--- config.mk ---
export PLATFORM = sky130hd
export DESIGN_NAME = aclink_master
export DESIGN_NICKNAME = d
export VERILOG_FILES = /design/src/rtl/aclink_pkg.sv /design/src/rtl/aclink_rst_seq.sv /design/src/rtl/aclink_tx_ser.sv /design/src/rtl/aclink_rx_des.sv /design/src/rtl/aclink_master.sv
export SDC_FILE = /design/constraint.sdc
export NUM_CORES = 1
export LEC_CHECK = 0
export BUFFER_PORTS_ARGS = -buffer_cell sky130_fd_sc_hd__buf_2
export CAP_MARGIN = 10
export CORE_ASPECT_RATIO = 0.9
export CORE_MARGIN = 2
export CORE_UTILIZATION = 40
export DETAILED_ROUTE_END_ITERATION = 16
export GPL_TIMING_DRIVEN = 1
export MAX_ROUTING_LAYER = met4
export PLACE_DENSITY = 0.6
export SLEW_MARGIN = 20
export SYNTH_ARGS = -nofsm -noshare
export SYNTH_HDL_FRONTEND = slang
export SYNTH_SLANG_ARGS = --single-unit
--- constraint.sdc ---
create_clock -name bit_clk -period 3 [get_ports bit_clk]
set_clock_uncertainty 0.05 [all_clocks]
set_input_delay 0.15 -clock bit_clk [delete_from_list [all_inputs] [get_ports bit_clk]]
set_output_delay 0.15 -clock bit_clk [all_outputs]
set_load 0.005 [all_outputs]
--- src/rtl/aclink_pkg.sv ---
package aclink_pkg;

  localparam int TAG_W    = 16;
  localparam int SLOT_W   = 20;
  localparam int N_SLOT   = 12;
  localparam int SLOTS_W  = N_SLOT * SLOT_W;
  localparam int FRAME_W  = TAG_W + SLOTS_W;
  localparam int IDX_W    = $clog2(FRAME_W);
  localparam int LAST_IDX = FRAME_W - 1;

  typedef logic [IDX_W-1:0] bit_idx_t;

  typedef enum logic [2:0] {
    SEQ_COLD,
    SEQ_GAP_A,
    SEQ_WARM,
    SEQ_GAP_B,
    SEQ_RUN
  } seq_state_e;

  // Sync is high on the lead bit (last index) and on tag bits 0..TAG_W-2.
  function automatic logic sync_window(bit_idx_t idx);
    return (idx == bit_idx_t'(LAST_IDX)) || (idx < bit_idx_t'(TAG_W - 1));
  endfunction

  function automatic bit_idx_t next_idx(bit_idx_t idx);
    return (idx == bit_idx_t'(LAST_IDX)) ? '0 : idx + 1'b1;
  endfunction

  // Serial order: tag MSB first, then slot 1 .. slot N, each MSB first.
  function automatic logic [FRAME_W-1:0] pack_frame(logic [TAG_W-1:0] tag,
                                                     logic [SLOTS_W-1:0] slots);
    logic [FRAME_W-1:0] f;
    f[FRAME_W-1 -: TAG_W] = tag;
    for (int k = 0; k < N_SLOT; k++) begin
      f[SLOTS_W-1-k*SLOT_W -: SLOT_W] = slots[k*SLOT_W +: SLOT_W];
    end
    return f;
  endfunction

  function automatic logic [TAG_W-1:0] unpack_tag(logic [FRAME_W-1:0] f);
    return f[FRAME_W-1 -: TAG_W];
  endfunction

  function automatic logic [SLOTS_W-1:0] unpack_slots(logic [FRAME_W-1:0] f);
    logic [SLOTS_W-1:0] s;
    for (int k = 0; k < N_SLOT; k++) begin
      s[k*SLOT_W +: SLOT_W] = f[SLOTS_W-1-k*SLOT_W -: SLOT_W];
    end
    return s;
  endfunction

endpackage

--- src/rtl/aclink_rst_seq.sv ---
module aclink_rst_seq
  import aclink_pkg::*;
#(
  parameter int COLD_CYC = 8,
  parameter int GAP_CYC  = 4,
  parameter int WARM_CYC = 6
) (
  input  logic       clk,
  input  logic       rst_n,
  input  logic       reinit_req,
  input  logic       warm_req,
  output logic       codec_rst_n,
  output logic       warm_sync,
  output logic       link_go,
  output logic       link_stop,
  output seq_state_e state
);

  localparam int MAX_A = (COLD_CYC > GAP_CYC) ? COLD_CYC : GAP_CYC;
  localparam int MAX_C = (MAX_A > WARM_CYC) ? MAX_A : WARM_CYC;
  localparam int TW    = $clog2(MAX_C + 1);

  logic [TW-1:0] tmr;

  function automatic logic [TW-1:0] load_of(seq_state_e s);
    case (s)
      SEQ_COLD:            return TW'(COLD_CYC - 1);
      SEQ_GAP_A, SEQ_GAP_B: return TW'(GAP_CYC - 1);
      SEQ_WARM:            return TW'(WARM_CYC - 1);
      default:             return '0;
    endcase
  endfunction

  function automatic seq_state_e succ_of(seq_state_e s);
    case (s)
      SEQ_COLD:  return SEQ_GAP_A;
      SEQ_GAP_A: return SEQ_WARM;
      SEQ_WARM:  return SEQ_GAP_B;
      default:   return SEQ_RUN;
    endcase
  endfunction

  always_comb begin
    codec_rst_n = (state != SEQ_COLD);
    warm_sync   = (state == SEQ_WARM);
    link_go     = (state == SEQ_GAP_B) && (tmr == '0) && !reinit_req;
    link_stop   = (state == SEQ_RUN) && (reinit_req || warm_req);
  end

  always_ff @(posedge clk or negedge rst_n) begin
    if (!rst_n) begin
      state <= SEQ_COLD;
      tmr   <= load_of(SEQ_COLD);
    end else if (reinit_req) begin
      state <= SEQ_COLD;
      tmr   <= load_of(SEQ_COLD);
    end else if (state == SEQ_RUN) begin
      if (warm_req) begin
        state <= SEQ_GAP_A;
        tmr   <= load_of(SEQ_GAP_A);
      end
    end else if (tmr == '0) begin
      state <= succ_of(state);
      tmr   <= load_of(succ_of(state));
    end else begin
      tmr <= tmr - 1'b1;
    end
  end

endmodule

--- src/rtl/aclink_tx_ser.sv ---
module aclink_tx_ser
  import aclink_pkg::*;
(
  input  logic               clk,
  input  logic               rst_n,
  input  logic               go,
  input  logic               stop,
  input  logic [TAG_W-1:0]   tx_tag,
  input  logic [SLOTS_W-1:0] tx_slots,
  output logic               on,
  output bit_idx_t           idx,
  output logic               sync_q,
  output logic               sdo_q
);

  logic [FRAME_W-1:0] shreg;
  logic [FRAME_W-1:0] frame_w;
  bit_idx_t           nidx;
  logic               wrap;

  always_comb begin
    nidx    = next_idx(idx);
    wrap    = (nidx == '0);
    frame_w = pack_frame(tx_tag, tx_slots);
  end

  always_ff @(posedge clk or negedge rst_n) begin
    if (!rst_n) begin
      on     <= 1'b0;
      idx    <= '0;
      sync_q <= 1'b0;
      sdo_q  <= 1'b0;
      shreg  <= '0;
    end else if (stop) begin
      on     <= 1'b0;
      idx    <= '0;
      sync_q <= 1'b0;
      sdo_q  <= 1'b0;
    end else if (go) begin
      on     <= 1'b1;
      idx    <= bit_idx_t'(LAST_IDX);
      sync_q <= 1'b1;
      sdo_q  <= 1'b0;
    end else if (on) begin
      idx    <= nidx;
      sync_q <= sync_window(nidx);
      if (wrap) begin
        sdo_q <= frame_w[FRAME_W-1];
        shreg <= {frame_w[FRAME_W-2:0], 1'b0};
      end else begin
        sdo_q <= shreg[FRAME_W-1];
        shreg <= {shreg[FRAME_W-2:0], 1'b0};
      end
    end
  end

endmodule

--- src/rtl/aclink_rx_des.sv ---
module aclink_rx_des
  import aclink_pkg::*;
(
  input  logic               clk,
  input  logic               rst_n,
  input  logic               sdi,
  input  logic               on,
  input  bit_idx_t           idx,
  output logic [TAG_W-1:0]   rx_tag,
  output logic [SLOTS_W-1:0] rx_slots,
  output logic               rx_valid
);

  logic               sdi_s;
  logic               have_start;
  logic [FRAME_W-1:0] shreg;
  logic [FRAME_W-1:0] shreg_n;
  logic               frame_end;

  // Input is taken on the falling edge, half a bit after the codec drives it.
  always_ff @(negedge clk or negedge rst_n) begin
    if (!rst_n) sdi_s <= 1'b0;
    else        sdi_s <= sdi;
  end

  always_comb begin
    shreg_n   = {shreg[FRAME_W-2:0], sdi_s};
    frame_end = on && have_start && (idx == bit_idx_t'(LAST_IDX));
  end

  always_ff @(posedge clk or negedge rst_n) begin
    if (!rst_n) begin
      have_start <= 1'b0;
      shreg      <= '0;
      rx_tag     <= '0;
      rx_slots   <= '0;
      rx_valid   <= 1'b0;
    end else if (!on) begin
      have_start <= 1'b0;
      rx_valid   <= 1'b0;
    end else begin
      shreg    <= shreg_n;
      rx_valid <= frame_end;
      if (idx == '0) have_start <= 1'b1;
      if (frame_end) begin
        rx_tag   <= unpack_tag(shreg_n);
        rx_slots <= unpack_slots(shreg_n);
      end
    end
  end

endmodule

--- src/rtl/aclink_master.sv ---
module aclink_master
  import aclink_pkg::*;
#(
  parameter int COLD_CYC = 8,
  parameter int GAP_CYC  = 4,
  parameter int WARM_CYC = 6
) (
  input  logic                bit_clk,
  input  logic                rst_n,
  input  logic                reinit_req,
  input  logic                warm_req,
  input  logic [15:0]         tx_tag,
  input  logic [239:0]        tx_slots,
  output logic [15:0]         rx_tag,
  output logic [239:0]        rx_slots,
  output logic                rx_valid,
  output logic                link_sync,
  output logic                link_sdo,
  input  logic                link_sdi,
  output logic                codec_rst_n
);

  seq_state_e seq_st;
  logic       warm_sync;
  logic       link_go;
  logic       link_stop;
  logic       tx_on;
  bit_idx_t   bit_idx;
  logic       tx_sync;
  logic       tx_sdo;

  aclink_rst_seq #(
    .COLD_CYC(COLD_CYC),
    .GAP_CYC (GAP_CYC),
    .WARM_CYC(WARM_CYC)
  ) seq_i (
    .clk        (bit_clk),
    .rst_n      (rst_n),
    .reinit_req (reinit_req),
    .warm_req   (warm_req),
    .codec_rst_n(codec_rst_n),
    .warm_sync  (warm_sync),
    .link_go    (link_go),
    .link_stop  (link_stop),
    .state      (seq_st)
  );

  aclink_tx_ser tx_i (
    .clk     (bit_clk),
    .rst_n   (rst_n),
    .go      (link_go),
    .stop    (link_stop),
    .tx_tag  (tx_tag),
    .tx_slots(tx_slots),
    .on      (tx_on),
    .idx     (bit_idx),
    .sync_q  (tx_sync),
    .sdo_q   (tx_sdo)
  );

  aclink_rx_des rx_i (
    .clk     (bit_clk),
    .rst_n   (rst_n),
    .sdi     (link_sdi),
    .on      (tx_on),
    .idx     (bit_idx),
    .rx_tag  (rx_tag),
    .rx_slots(rx_slots),
    .rx_valid(rx_valid)
  );

  always_comb begin
    link_sync = tx_on ? tx_sync : warm_sync;
    link_sdo  = tx_on & tx_sdo;
  end

endmodule

==> After elaboration in Yosys (flattened, before gate mapping) <==
Cells that the tools add are included.
{ "word_totals": {"ff_bits": 788, "input_bits": 261, "wordCells": 81} }
{ "classes": {"add_sub_neg": 2, "magnitude_cmp": 1, "eq_ne": 11, "muxes": 30, "bitwise": 3, "n_reduce_logical": 21} }
{ "ops": {"columns": ["operator", "count"], "rows": [
  ["$mux 256", 1],
  ["$mux 8", 4],
  ["$mux 3", 6],
  ["$pmux 3 s3", 2],
  ["$eq 8x8->1 const B", 2],
  ["$logic_not 8->1", 2],
  ["$mux 4", 4],
  ["$mux 1", 13],
  ["$eq 3x2->1 const B", 4],
  ["$reduce_bool 3->1", 3],
  ["$add 8x1->8 const B", 1],
  ["$lt 8x4->1 const B", 1],
  ["$eq 3x1->1 const B", 2],
  ["$logic_not 3->1", 2],
  ["$logic_and 1x1->1", 5],
  ["$logic_not 4->1", 1],
  ["$reduce_and 2->1", 2],
  ["$sub 4x1->4 const B", 1],
  ["$eq 3x3->1 const B", 1],
  ["$ne 3x3->1 const B", 1],
  ["$reduce_and 3->1", 1],
  ["$logic_or 1x1->1", 2],
  ["$ne 2x1->1 const B", 1],
  ["$not 1->1", 2],
  ["other kinds (4)", 4]
]} }

==> Longest topological paths before layout <==
Gate-level depths: netlist of the first run.
{ "depth": {"word_depth": 11, "depth_mapped": 11} }

==> Hierarchy <==
Synthesis of the first run repeated with hierarchy kept, for this count alone.
{ "hier_totals": {"cells_unflattened": 2754, "hier_area_um2": 35794.3} }
{ "by_module_without_submodules": {"columns": ["module", "n_inst", "cells_per_inst", "area_per_inst_um2"], "rows": [
  ["aclink_rx_des", 1, 1090, 19084.6],
  ["aclink_tx_ser", 1, 1603, 16156.7],
  ["aclink_rst_seq", 1, 59, 530.5],
  ["aclink_master", 1, 2, 22.5]
]} }

==> impl_metrics.py, run 1 <==
metrics = {
    "floorplan": {
        "initial_core_util": 0.403,
        "die_area_sq_um": 82100,
        "die_h_um": 272,
        "die-width_um": 302,
        "num_io_pins": 521,
        "std_cell_rows": 98,
        "core-area_sq_um": 79200,
    },
    "logic_synthesis": {
        "compound_cell_area_share_of_the_yosys_netlist": 0.0497,
        "syn_area_per_cell_sq_um": 11.1,
        "synth-warning-count": 0,
        "post_synth_mux_area_share": 0.170,
        "synth_cell_types": 54,
        "synthCells": 2885,
        "syn-num-nets": 3151,
        "synth-main-ff-cell": "sky130_fd_sc_hd__dfrtp_1",
        "synth-seq-cells": 787,
        "netlist_top_cells_area": "sky130_fd_sc_hd__dfrtp_1 (61%), sky130_fd_sc_hd__nand2_1 (12%), sky130_fd_sc_hd__mux2_2 (9.0%), sky130_fd_sc_hd__mux2i_1 (8.1%), sky130_fd_sc_hd__o21ai_1 (4.0%)",
        "ys_async_sr_fraction": 1.00,
        "dominant_combinational_cell_family_by_area_after_synthesis": "multiplexers",
        "seq_area_frac_synth": 0.617,
        "netlist.top_cell.by_area": "sky130_fd_sc_hd__dfrtp_1",
        "synth-edff-count": 0,
        "synth_fa_ha_area_frac": 0.00196,
        "post-synth-top-area-fraction": 0.613,
        "post_synth_and_or_nand_nor_area_fraction": 0.130,
        "yosys.area_share.xor_xnor": 0.00164,
        "synthesis.area_sq_um": 31900,
    },
    "power_and_ir_drop": {
        "vdd.ir_drop.worst_v": 0.000434,
        "total_leakage_power_nw": 23.1,
        "pwr_density_cell_nw_per_um2": 678,
    },
    "sta": {
        "timing.final.crit_share": 0.935,
        "fmax_ghz": 0.357,
        "totalNegativeSetupSlack_ns": 0,
        "worst_pin_slew_ns": 0.979,
        "final-hold-violation-count": 0,
        "slew_viol_final": 0,
        "final_period_minus_worst_setup_slack_ns": 2.80,
        "setup_viol_count_final": 0,
        "worst_slew_margin_rel": 0.347,
        "setup_repair_after_global_routing_missed_its_margin": "no",
    },
    "worst_setup_path": {
        "cp-start-kind": "register",
        "critical_path_peak_fanout": 34,
        "critPathRequiredTime_ns": 3.44,
        "crit_arrival_ns": 3.24,
        "worstSetupPathType": "register to register",
        "endpoint_kind": "register",
    },
    "routing": {
        "route.antenna.remaining_nets": 0,
        "initialDrtViolationCount": 1363,
        "drt-total-wl_um": 77400,
        "drt_first_pass_iters": 5,
        "drc": 0,
        "vias_per_cell": 4.79,
        "route.detailed.wl_per_inst_um": 16.3,
        "dr_total_vias": 22700,
    },
    "finish": {
        "layout.filler_cells": 7030,
        "area_used_by_multi_input_combinational_logic_sq_um": 11300,
        "layout_common_cells": "sky130_fd_sc_hd__nand2_1 (1040), sky130_fd_sc_hd__dfrtp_1 (782), sky130_fd_sc_hd__buf_2 (519)",
        "fin_nets": 3884,
        "areaGrowthSynthToFinish_pct": 29.5,
        "final_common_cell": "sky130_fd_sc_hd__nand2_1",
        "utilization": 0.522,
        "area.sequential_sq_um": 19700,
        "post_route_cells_drive_above_1_share": 0.266,
    },
    "cts": {
        "ctsRootBufferMaster": "sky130_fd_sc_hd__clkbuf_16",
        "clock_insertion_delay_worst_skew_ns": 0.63,
        "cts_tree": "built",
        "clock_tree.htree_level_count": 3,
        "cts.sinks": 787,
        "cts-buffers-inserted": 84,
        "cts.clk_slew.worst_paths_ns": 0.06,
        "clockBufferDepth": 3,
    },
    "run_status": {
        "status": "finished, final reports clean",
    },
    "placement": {
        "gp_congestion": 0.796,
        "numPortBuffers": 520,
        "detailed_place_hpwl_um": 47700,
    },
    "grt": {
        "gr-usage-all-layers": 0.193,
        "number_of_antenna_violations_at_the_first_check_in_global_routing": 0,
        "grt_pass1_vias": 23100,
        "grt_start_max_net_pins": 179,
        "first_pass_grt_wire_length_um": 125000,
        "globalRouteOverflowTotal": 0,
    },
    "min_path": {
        "min_path_type": "input port to asynchronous set/reset pin",
    },
    "flow_run": {
        "maxCapViolCount": 0,
    },
}
## flip-flops by register name, indices dropped and copies added (netlist names), 3 cells and up
name / flops
rx_i.rx_slots: 240
seq_i.state: 3
rx_i.shreg: 255
tx_i.idx: 8
seq_i.tmr: 4
tx_i.shreg: 255
rx_i.rx_tag: 16
## power by group
group          switching, mW  internal [mW]  leakage (nW)
registers              0.993           12.2          10.8
clock network           4.45           6.79          1.52
logic                   1.86           1.79          10.8
total                   7.30           20.8          23.1
## routing by layer
layer	vias to the layer above	GRT usage	wire (um)
li1	11000	-	-
met1	11000	0.257	34900
met2	519	0.291	35400
met3	156	0.0452	4820
met4	0	0.0634	2310
met5	-	-	0
## critical path, stage by stage (launching register included)
cell                       delay (ns)
sky130_fd_sc_hd__dfrtp_1         0.43
sky130_fd_sc_hd__ha_1            0.26
sky130_fd_sc_hd__and4_1          0.20
sky130_fd_sc_hd__o21a_1          0.22
sky130_fd_sc_hd__o311ai_4        0.44
sky130_fd_sc_hd__buf_12          0.25
sky130_fd_sc_hd__buf_12          0.27
sky130_fd_sc_hd__buf_12          0.21
sky130_fd_sc_hd__mux2i_1         0.24
sky130_fd_sc_hd__o21ai_1         0.08
## repair_timing
item                                   4_1_cts  5_1_grt
gates resized for setup                      0        0
hold buffers                               261        0
endpoints found under the hold margin     1046        0
setup buffers                                0        0
## worst paths after layout
kind	startpoint	endpoint	slack, ns	cells after the start
max reg2reg	tx_i.idx[1]	tx_i.shreg[56]	0.20	9
max	tx_i.idx[1]	tx_i.shreg[56]	0.20	9
max in group asynchronous	rst_n	rx_i.sdi_s	1.34	2
min in group bit_clk	tx_slots[123]	tx_i.shreg[104]	0.27	4
min reg2reg	rx_i.rx_slots[149]	rx_i.rx_slots[149]	0.42	2
min	rst_n	tx_i.shreg[156]	0.23	3
## Yosys cell counts, drive strengths merged (2+ instances only)
library cell  instances
buf                  39
nand2              1040
xnor2                 2
ha                    5
nor2                  9
a31oi                 6
o22ai                 2
o21a                  4
dfrtp               783
a21oi                13
a211o                 2
or3                   3
mux2                255
and3                  2
xor2                  4
nor4                  2
nand3                 8
nor3                  4
clkbuf              144
nand2b                3
dfstp                 3
inv                   9
o21ai               261
nand4                 3
mux2i               257
and2                  2
o2111ai               2
## kinds of logic after synthesis
family,after synthesis
flops,787
compound gates,300
fa+ha+maj,5
buf+inv,192
mux,512
xor+xnor,6
simple gates,1083
## final cells by class
class | count | area share
Inverter | 9 | 0.000998
Clock buffer | 124 | 0.0612
Timing Repair Buffer | 830 | 0.144
Sequential cell | 787 | 0.476
Tap cell | 1050 | 0.0317
Multi-Input combinational cell | 1906 | 0.273
Antenna cell | 1 | 0.0000605
Clock inverter | 34 | 0.0129
## metrics by stage
step           area [sq um]  power [mW]  cells  setup WS (ns)  hold slack, ns
5_1_grt               41400        29.5   4740         0.0411           0.238
2_1_floorplan         31900        15.5   2885          0.726          -0.196
6_report              41400        28.0   4741          0.196           0.234
4_1_cts               41400        28.4   4740          0.202           0.211
3_3_place_gp          35700        16.6   4321          0.258         -0.0107
3_5_place_dp          35700        16.7   4321          0.198         -0.0122
Power figures use the tool's default switching activity.
==> run 2, diff against run 1 <==
--- a/config.mk
+++ b/config.mk
@@ -5,15 +5,15 @@
 export SDC_FILE = /design/constraint.sdc
 export NUM_CORES = 1
 export LEC_CHECK = 0
-export BUFFER_PORTS_ARGS = -buffer_cell sky130_fd_sc_hd__buf_2
 export CAP_MARGIN = 10
 export CORE_ASPECT_RATIO = 0.9
 export CORE_MARGIN = 2
 export CORE_UTILIZATION = 40
 export DETAILED_ROUTE_END_ITERATION = 16
+export DONT_BUFFER_PORTS = 1
 export GPL_TIMING_DRIVEN = 1
 export MAX_ROUTING_LAYER = met4
-export PLACE_DENSITY = 0.6
+export PLACE_DENSITY = 0.51
 export SLEW_MARGIN = 20
 export SYNTH_ARGS = -nofsm -noshare
 export SYNTH_HDL_FRONTEND = slang
==> run 2 against run 1 <==
Compared with the run above:
- the flow now finishes with violations (negative hold slack)
- worst hold slack worse by 1.1 ns
- largest cell class unchanged
- worst setup slack better by 0.13 ns
- cell area is 6.6% lower
- sequential cell count stayed put
- critical endpoint is now tx_i.shreg[111]
- combinational power is 5.8% lower
- total power is 2.4% lower
- routed wire length is 3.0% lower
- register-to-register slack better by 0.13 ns
- clock power is 4% lower
- non-clock buffer count is 521 lower
- utilization is 3.5 points lower
- clock-buffer cell count stayed put
==> impl_metrics.py, run 2 (synthesis results as in run 1) <==
metrics = {
    "run_status": {
        "status": "finished, violations left",
        "failed_checks": "negative hold slack",
    },
    "grt": {
        "grt_pass1_vias": 21500,
        "number_of_antenna_violations_at_the_first_check_in_global_routing": 6,
        "first_pass_grt_wire_length_um": 121000,
        "globalRouteOverflowTotal": 0,
        "gr-usage-all-layers": 0.188,
        "grt_start_max_net_pins": 788,
    },
    "cts": {
        "ctsRootBufferMaster": "sky130_fd_sc_hd__clkbuf_16",
        "cts_hold_buffers": 259,
        "clock_insertion_delay_worst_skew_ns": 0.63,
        "cts-buffers-inserted": 85,
        "clock_tree.htree_level_count": 3,
        "cts.sinks": 787,
        "cts_tree": "built",
        "cts.clk_slew.worst_paths_ns": 0.06,
        "clockBufferDepth": 3,
    },
    "flow_run": {
        "maxCapViolCount": 0,
    },
    "finish": {
        "layout_common_cells": "sky130_fd_sc_hd__nand2_1 (1040), sky130_fd_sc_hd__dfrtp_1 (782), sky130_fd_sc_hd__dlygate4sd3_1 (259)",
        "regs_by_ff_count": "rx_i.shreg (255), tx_i.shreg (255), rx_i.rx_slots (240)",
        "layout.filler_cells": 7181,
        "fin_nets": 3364,
        "final_common_cell": "sky130_fd_sc_hd__nand2_1",
        "post_route_cells_drive_above_1_share": 0.143,
        "areaGrowthSynthToFinish_pct": 21.0,
    },
    "sta": {
        "timing.final.crit_share": 0.892,
        "worst_slew_margin_rel": 0.0912,
        "setup_viol_count_final": 0,
        "fmax_ghz": 0.374,
        "worst_pin_slew_ns": 1.36,
        "setup_repair_after_global_routing_missed_its_margin": "no",
        "slew_viol_final": 0,
        "final-hold-violation-count": 246,
        "whs_ns": -0.824,
        "totalNegativeSetupSlack_ns": 0,
        "final_period_minus_worst_setup_slack_ns": 2.68,
    },
    "floorplan": {
        "std_cell_rows": 98,
        "num_io_pins": 521,
        "core-area_sq_um": 79200,
        "die-width_um": 302,
        "die_h_um": 272,
        "die_area_sq_um": 82100,
        "initial_core_util": 0.403,
    },
    "placement": {
        "gp_congestion": 0.798,
        "numPortBuffers": 0,
        "detailed_place_hpwl_um": 47200,
    },
    "worst_setup_path": {
        "endpoint_kind": "register",
        "critical_path_peak_fanout": 40,
        "worstSetupPathType": "register to register",
        "critPathRequiredTime_ns": 3.46,
        "crit_arrival_ns": 3.13,
        "cp-start-kind": "register",
    },
    "routing": {
        "drt-total-wl_um": 75100,
        "initialDrtViolationCount": 1432,
        "drt_first_pass_iters": 5,
        "vias_per_cell": 4.91,
        "drc": 0,
        "route.antenna.remaining_nets": 0,
        "dr_total_vias": 20700,
        "route.detailed.wl_per_inst_um": 17.8,
    },
    "power_and_ir_drop": {
        "total_leakage_power_nw": 20.6,
        "pwr_density_cell_nw_per_um2": 708,
        "vdd.ir_drop.worst_v": 0.000458,
    },
    "min_path": {
        "min_path_type": "input port to asynchronous set/reset pin",
    },
}
run 2: metrics by stage:
step | instance area [sq um] | util | power [mW] | worst slack (ns) | instances
floorplan | 31900 | - | 15.5 | 0.726 | 2885
global placement | 33000 | 0.417 | 16.0 | 0.456 | 3798
detailed placement | 33000 | 0.417 | 16.3 | 0.362 | 3798
CTS | 38500 | 0.486 | 27.5 | 0.357 | 4213
global route | 38600 | 0.488 | 28.8 | 0.179 | 4223
finish | 38600 | 0.488 | 27.4 | 0.323 | 4224
run 2: worst paths after layout:
kind                                      start         endpoint  slack (ns)  cells past startpoint
worst max-delay path                tx_i.idx[1]  tx_i.shreg[111]        0.32                      8
worst min-delay path                      rst_n  tx_i.shreg[202]       -0.82                      0
worst max register to register      tx_i.idx[1]  tx_i.shreg[111]        0.32                      8
worst min register to register  rx_i.shreg[254]  rx_i.rx_tag[15]        0.42                      2
max in group asynchronous                 rst_n       rx_i.sdi_s        0.44                      2
min in group bit_clk              tx_slots[120]  tx_i.shreg[101]        0.21                      3
run 2: per-layer routing:
layer / track usage / share of wire
met5: - / 0
met4: 0.0561 / 0.026
met3: 0.0550 / 0.069
met2: 0.295 / 0.48
met1: 0.234 / 0.43
run 2: cell type report:
class | instances | area, sq um | area share
antenna | 7 | 17.5 | 0.000453
clock buffer | 124 | 2460 | 0.0637
clock inverter | 32 | 433 | 0.0112
inverter | 9 | 41.3 | 0.00107
multi-input combinational | 1906 | 11300 | 0.293
sequential | 787 | 19700 | 0.510
tap | 1050 | 1310 | 0.0340
timing repair buffer | 309 | 3360 | 0.0870
run 2: worst max-delay path: stages, from the launching register on:
cell,delay [ns]
sky130_fd_sc_hd__dfrtp_1,0.44
sky130_fd_sc_hd__ha_1,0.27
sky130_fd_sc_hd__and4_1,0.21
sky130_fd_sc_hd__o21a_1,0.24
sky130_fd_sc_hd__o311ai_4,0.34
sky130_fd_sc_hd__buf_12,0.33
sky130_fd_sc_hd__buf_12,0.27
sky130_fd_sc_hd__mux2i_1,0.26
sky130_fd_sc_hd__o21ai_1,0.09
run 2: timing repair:
action,in CTS,in global routing
hold endpoints to repair,1059,246
gates resized for setup,0,0
setup buffers,0,0
run 2: power by group:
| part | switching, mW | leakage (nW) | internal [mW] | total (mW) |
|---|---|---|---|---|
| logic | 1.77 | 8.31 | 1.66 | 3.43 |
| registers | 1.00 | 10.8 | 12.2 | 13.2 |
| clock network | 4.41 | 1.41 | 6.35 | 10.8 |
==> run 3, diff against run 2 <==
--- a/config.mk
+++ b/config.mk
@@ -17,4 +17,5 @@
 export SLEW_MARGIN = 20
 export SYNTH_ARGS = -nofsm -noshare
 export SYNTH_HDL_FRONTEND = slang
+export SYNTH_HIERARCHICAL = 1
 export SYNTH_SLANG_ARGS = --single-unit
==> run 3 against run 2 <==
Compared with the run above:
- critical path depth rose by 4
- worst hold slack got worse by 0.034 ns
- sequential cell count did not move
- the flow still finishes with violations (negative hold slack)
- synthesized area rose by 12%
- cell count fell by 1.1%
- register-to-register slack got worse by 0.04 ns
- routed wire length rose by 23%
- sequential power fell by 15%
==> impl_metrics.py, run 3 <==
metrics = {
    "logic_synthesis": {
        "synth.cells.most_frequent": "sky130_fd_sc_hd__dfrtp_1 (783), sky130_fd_sc_hd__mux2_2 (301), sky130_fd_sc_hd__nor2_1 (271)",
        "netlist_top_cells_area": "sky130_fd_sc_hd__dfrtp_1 (55%), sky130_fd_sc_hd__mux2_2 (9.5%), sky130_fd_sc_hd__a41oi_2 (8.2%), sky130_fd_sc_hd__mux2_1 (6.6%), sky130_fd_sc_hd__o31ai_1 (5.4%)",
        "synthesis.area_sq_um": 35800,
        "post-synth-top-area-fraction": 0.547,
        "syn-num-nets": 3020,
        "synth_cell_types": 65,
        "synth-edff-count": 0,
        "syn_area_per_cell_sq_um": 13.0,
        "post-synth-top-count-cell": "sky130_fd_sc_hd__dfrtp_1",
        "netlist.top_cell.by_area": "sky130_fd_sc_hd__dfrtp_1",
        "ys_async_sr_fraction": 1.00,
        "synth-warning-count": 6,
        "synth-main-ff-cell": "sky130_fd_sc_hd__dfrtp_1",
        "synthCells": 2754,
        "seq_area_frac_synth": 0.550,
        "synth-seq-cells": 787,
    },
    "placement": {
        "post-place-cells": 3738,
        "numPortBuffers": 0,
        "postPlaceCellArea_sq_um": 37000,
        "gp_congestion": 0.855,
        "detailed_place_hpwl_um": 58100,
    },
    "min_path": {
        "min_path_type": "input port to asynchronous set/reset pin",
    },
    "grt": {
        "busiest_layer": "met2",
        "number_of_antenna_violations_at_the_first_check_in_global_routing": 7,
        "grt_util_met3": 0.0509,
        "grt_start_max_net_pins": 788,
        "gr-usage-all-layers": 0.201,
        "first_pass_grt_wire_length_um": 143000,
        "grt_pass1_vias": 23900,
        "globalRouteOverflowTotal": 0,
        "grtUsageMet2": 0.316,
        "gr-usage-met1": 0.253,
    },
    "worst_setup_path": {
        "reg2regPathDepth": 12,
        "critical_path.most_common_cell": "sky130_fd_sc_hd__buf_12",
        "crit_path_start": "seq_i/tmr[0]",
        "critPathRequiredTime_ns": 3.51,
        "cp-start-kind": "register",
        "cp_slowest_stage_delay_ns": 0.39,
        "endpoint_kind": "register",
        "cpMaxStageDelayCell": "sky130_fd_sc_hd__nor3b_4",
        "r2r-start": "seq_i/tmr[0]",
        "crit_arrival_ns": 3.23,
        "worstSetupPathType": "register to register",
        "cp_cell_sequence": "inv_1 > ha_1 > nor3b_4 > nand2_1 > nor4_1 > buf_4 > nor2_1 > nand2_4 > buf_12 > buf_12 > a41oi_2 > a21oi_1",
        "critical_path_peak_fanout": 36,
    },
    "floorplan": {
        "core-area_sq_um": 89000,
        "die_area_sq_um": 91900,
        "std_cell_rows": 104,
        "die-width_um": 319,
        "die_h_um": 288,
        "num_io_pins": 521,
        "initial_core_util": 0.402,
    },
    "finish": {
        "layout_common_cells": "sky130_fd_sc_hd__dfrtp_1 (781), sky130_fd_sc_hd__mux2_2 (301), sky130_fd_sc_hd__nor2_1 (271)",
        "regs_by_ff_count": "rx_i/shreg (255), tx_i/shreg (255), rx_i/rx_slots (240)",
        "areaGrowthSynthToFinish_pct": 20.1,
        "post_route_cells_drive_above_1_share": 0.256,
        "final_common_cell": "sky130_fd_sc_hd__dfrtp_1",
        "final_cell_count_no_fill": 4179,
        "fin_nets": 3192,
        "layout.filler_cells": 7800,
        "post-route-cell-area_sq_um": 43000,
    },
    "sta": {
        "setup_repair_after_global_routing_missed_its_margin": "no",
        "whs_ns": -0.858,
        "fmax_ghz": 0.368,
        "worst_pin_slew_ns": 0.923,
        "totalNegativeSetupSlack_ns": 0,
        "final-hold-violation-count": 193,
        "slew_viol_final": 0,
        "worst_slew_margin_rel": 0.385,
        "setup_viol_count_final": 0,
        "timing.final.crit_share": 0.906,
        "final_period_minus_worst_setup_slack_ns": 2.72,
    },
    "cts": {
        "cts_hold_buffers": 258,
        "ctsRootBufferMaster": "sky130_fd_sc_hd__clkbuf_16",
        "postCtsSetupBuffers": 0,
        "cts.clk_slew.worst_paths_ns": 0.06,
        "clock_tree.htree_level_count": 3,
        "clock_insertion_delay_worst_skew_ns": 0.66,
        "cts-buffers-inserted": 88,
        "cts_tree": "built",
        "cts.sinks": 787,
        "clockBufferDepth": 3,
    },
    "routing": {
        "route.antenna.remaining_nets": 0,
        "route.detailed.wl_per_inst_um": 22.1,
        "vias_per_cell": 5.69,
        "drt-total-wl_um": 92500,
        "initialDrtViolationCount": 1652,
        "drt_first_pass_iters": 5,
        "dr_total_vias": 23800,
        "drc": 0,
    },
    "run_status": {
        "failed_checks": "negative hold slack",
        "status": "finished, violations left",
    },
    "flow_run": {
        "maxCapViolCount": 0,
    },
    "power_and_ir_drop": {
        "finalPower_mw": 24.3,
        "total_leakage_power_nw": 18.9,
        "vdd.ir_drop.worst_v": 0.000429,
        "pwr_density_cell_nw_per_um2": 565,
    },
}
==> run 3: cell types whose count changed after synthesis, moves of 26 or more <==
cell / change
sky130_fd_sc_hd__a21oi_1: +194
sky130_fd_sc_hd__a31oi_1: +59
sky130_fd_sc_hd__a41oi_2: +180
sky130_fd_sc_hd__buf_2: +124
sky130_fd_sc_hd__buf_4: +26
sky130_fd_sc_hd__clkbuf_1: -60
sky130_fd_sc_hd__mux2_1: +210
sky130_fd_sc_hd__mux2_2: +46
sky130_fd_sc_hd__mux2i_1: -254
sky130_fd_sc_hd__nand2_1: -1023
sky130_fd_sc_hd__nand4_1: +64
sky130_fd_sc_hd__nor2_1: +263
sky130_fd_sc_hd__o21ai_1: -256
sky130_fd_sc_hd__o31ai_1: +256
==> run 3: critical path, delay by kind of cell, from the launching register on <==
family,cells,cell delay [ns]
adders and majority gates,1,0.18
buffers and inverters,4,0.80
and+or+nand+nor,5,0.92
AOI/OAI and AO/OA,2,0.27
DFF,1,0.38
==> run 3: worst paths after layout <==
kind	slack, ns	endpoint
setup / recovery	0.28	tx_i/shreg[90]
hold / removal	-0.86	rx_i/rx_slots[10]
min in group bit_clk	0.18	tx_i/shreg[1]
hold reg to reg	0.45	rx_i/rx_slots[186]
max in group asynchronous	0.68	rx_i/sdi_s
setup reg to reg	0.28	tx_i/shreg[90]
==> run 3: through the flow <==
step / util / setup WS, ns / hold WS (ns)
floorplan: - / 0.231 / -0.196
global placement: 0.416 / 0.155 / -0.181
detailed placement: 0.416 / 0.0798 / -0.185
CTS: 0.481 / 0.0326 / -0.892
global route: 0.483 / 0.0314 / -0.897
finish: 0.483 / 0.283 / -0.858
==> run 3: cell type report <==
| cell class | instances | area (sq um) | area share |
|---|---|---|---|
| diodes | 12 | 30.0 | 0.000698 |
| clock buffers | 132 | 2580 | 0.0600 |
| clock inverters | 33 | 609 | 0.0142 |
| inverters | 8 | 30.0 | 0.000698 |
| multi-input cells | 1665 | 14400 | 0.335 |
| flip-flops and latches | 787 | 19700 | 0.458 |
| well taps | 1166 | 1460 | 0.0339 |
| repair buffers | 376 | 4180 | 0.0972 |
==> run 3: what timing repair did <==
action / CTS / global route
hold endpoints to repair: 1058 / 193
endpoints found under the setup margin: 0 / 21
resized for setup: 0 / 4
==> run 3: logic make-up (layout without fill, tap and decap cells) <==
family                     Yosys count  in the layout  synth area share
other                                0             12                 0
and+or+nand+nor                    391            391            0.0496
DFF                                787            787             0.550
xor gates and xnor gates             5              5           0.00122
buffers and inverters              302            549            0.0489
adders and majority gates            5              5           0.00175
muxes                              515            515             0.162
AOI/OAI and AO/OA                  749            749             0.186
==> run 3: power breakdown <==
| group | switching (mW) | internal (mW) | total [mW] |
|---|---|---|---|
| Combinational | 0.792 | 0.604 | 1.40 |
| Clock | 4.56 | 7.12 | 11.7 |
| Sequential | 0.233 | 11.0 | 11.2 |
==> run 3: layer usage <==
metal  share of wire  wire length [um]
met1            0.42             38800
met2            0.48             44800
met3           0.065              6020
met4           0.031              2860
met5               0                 0
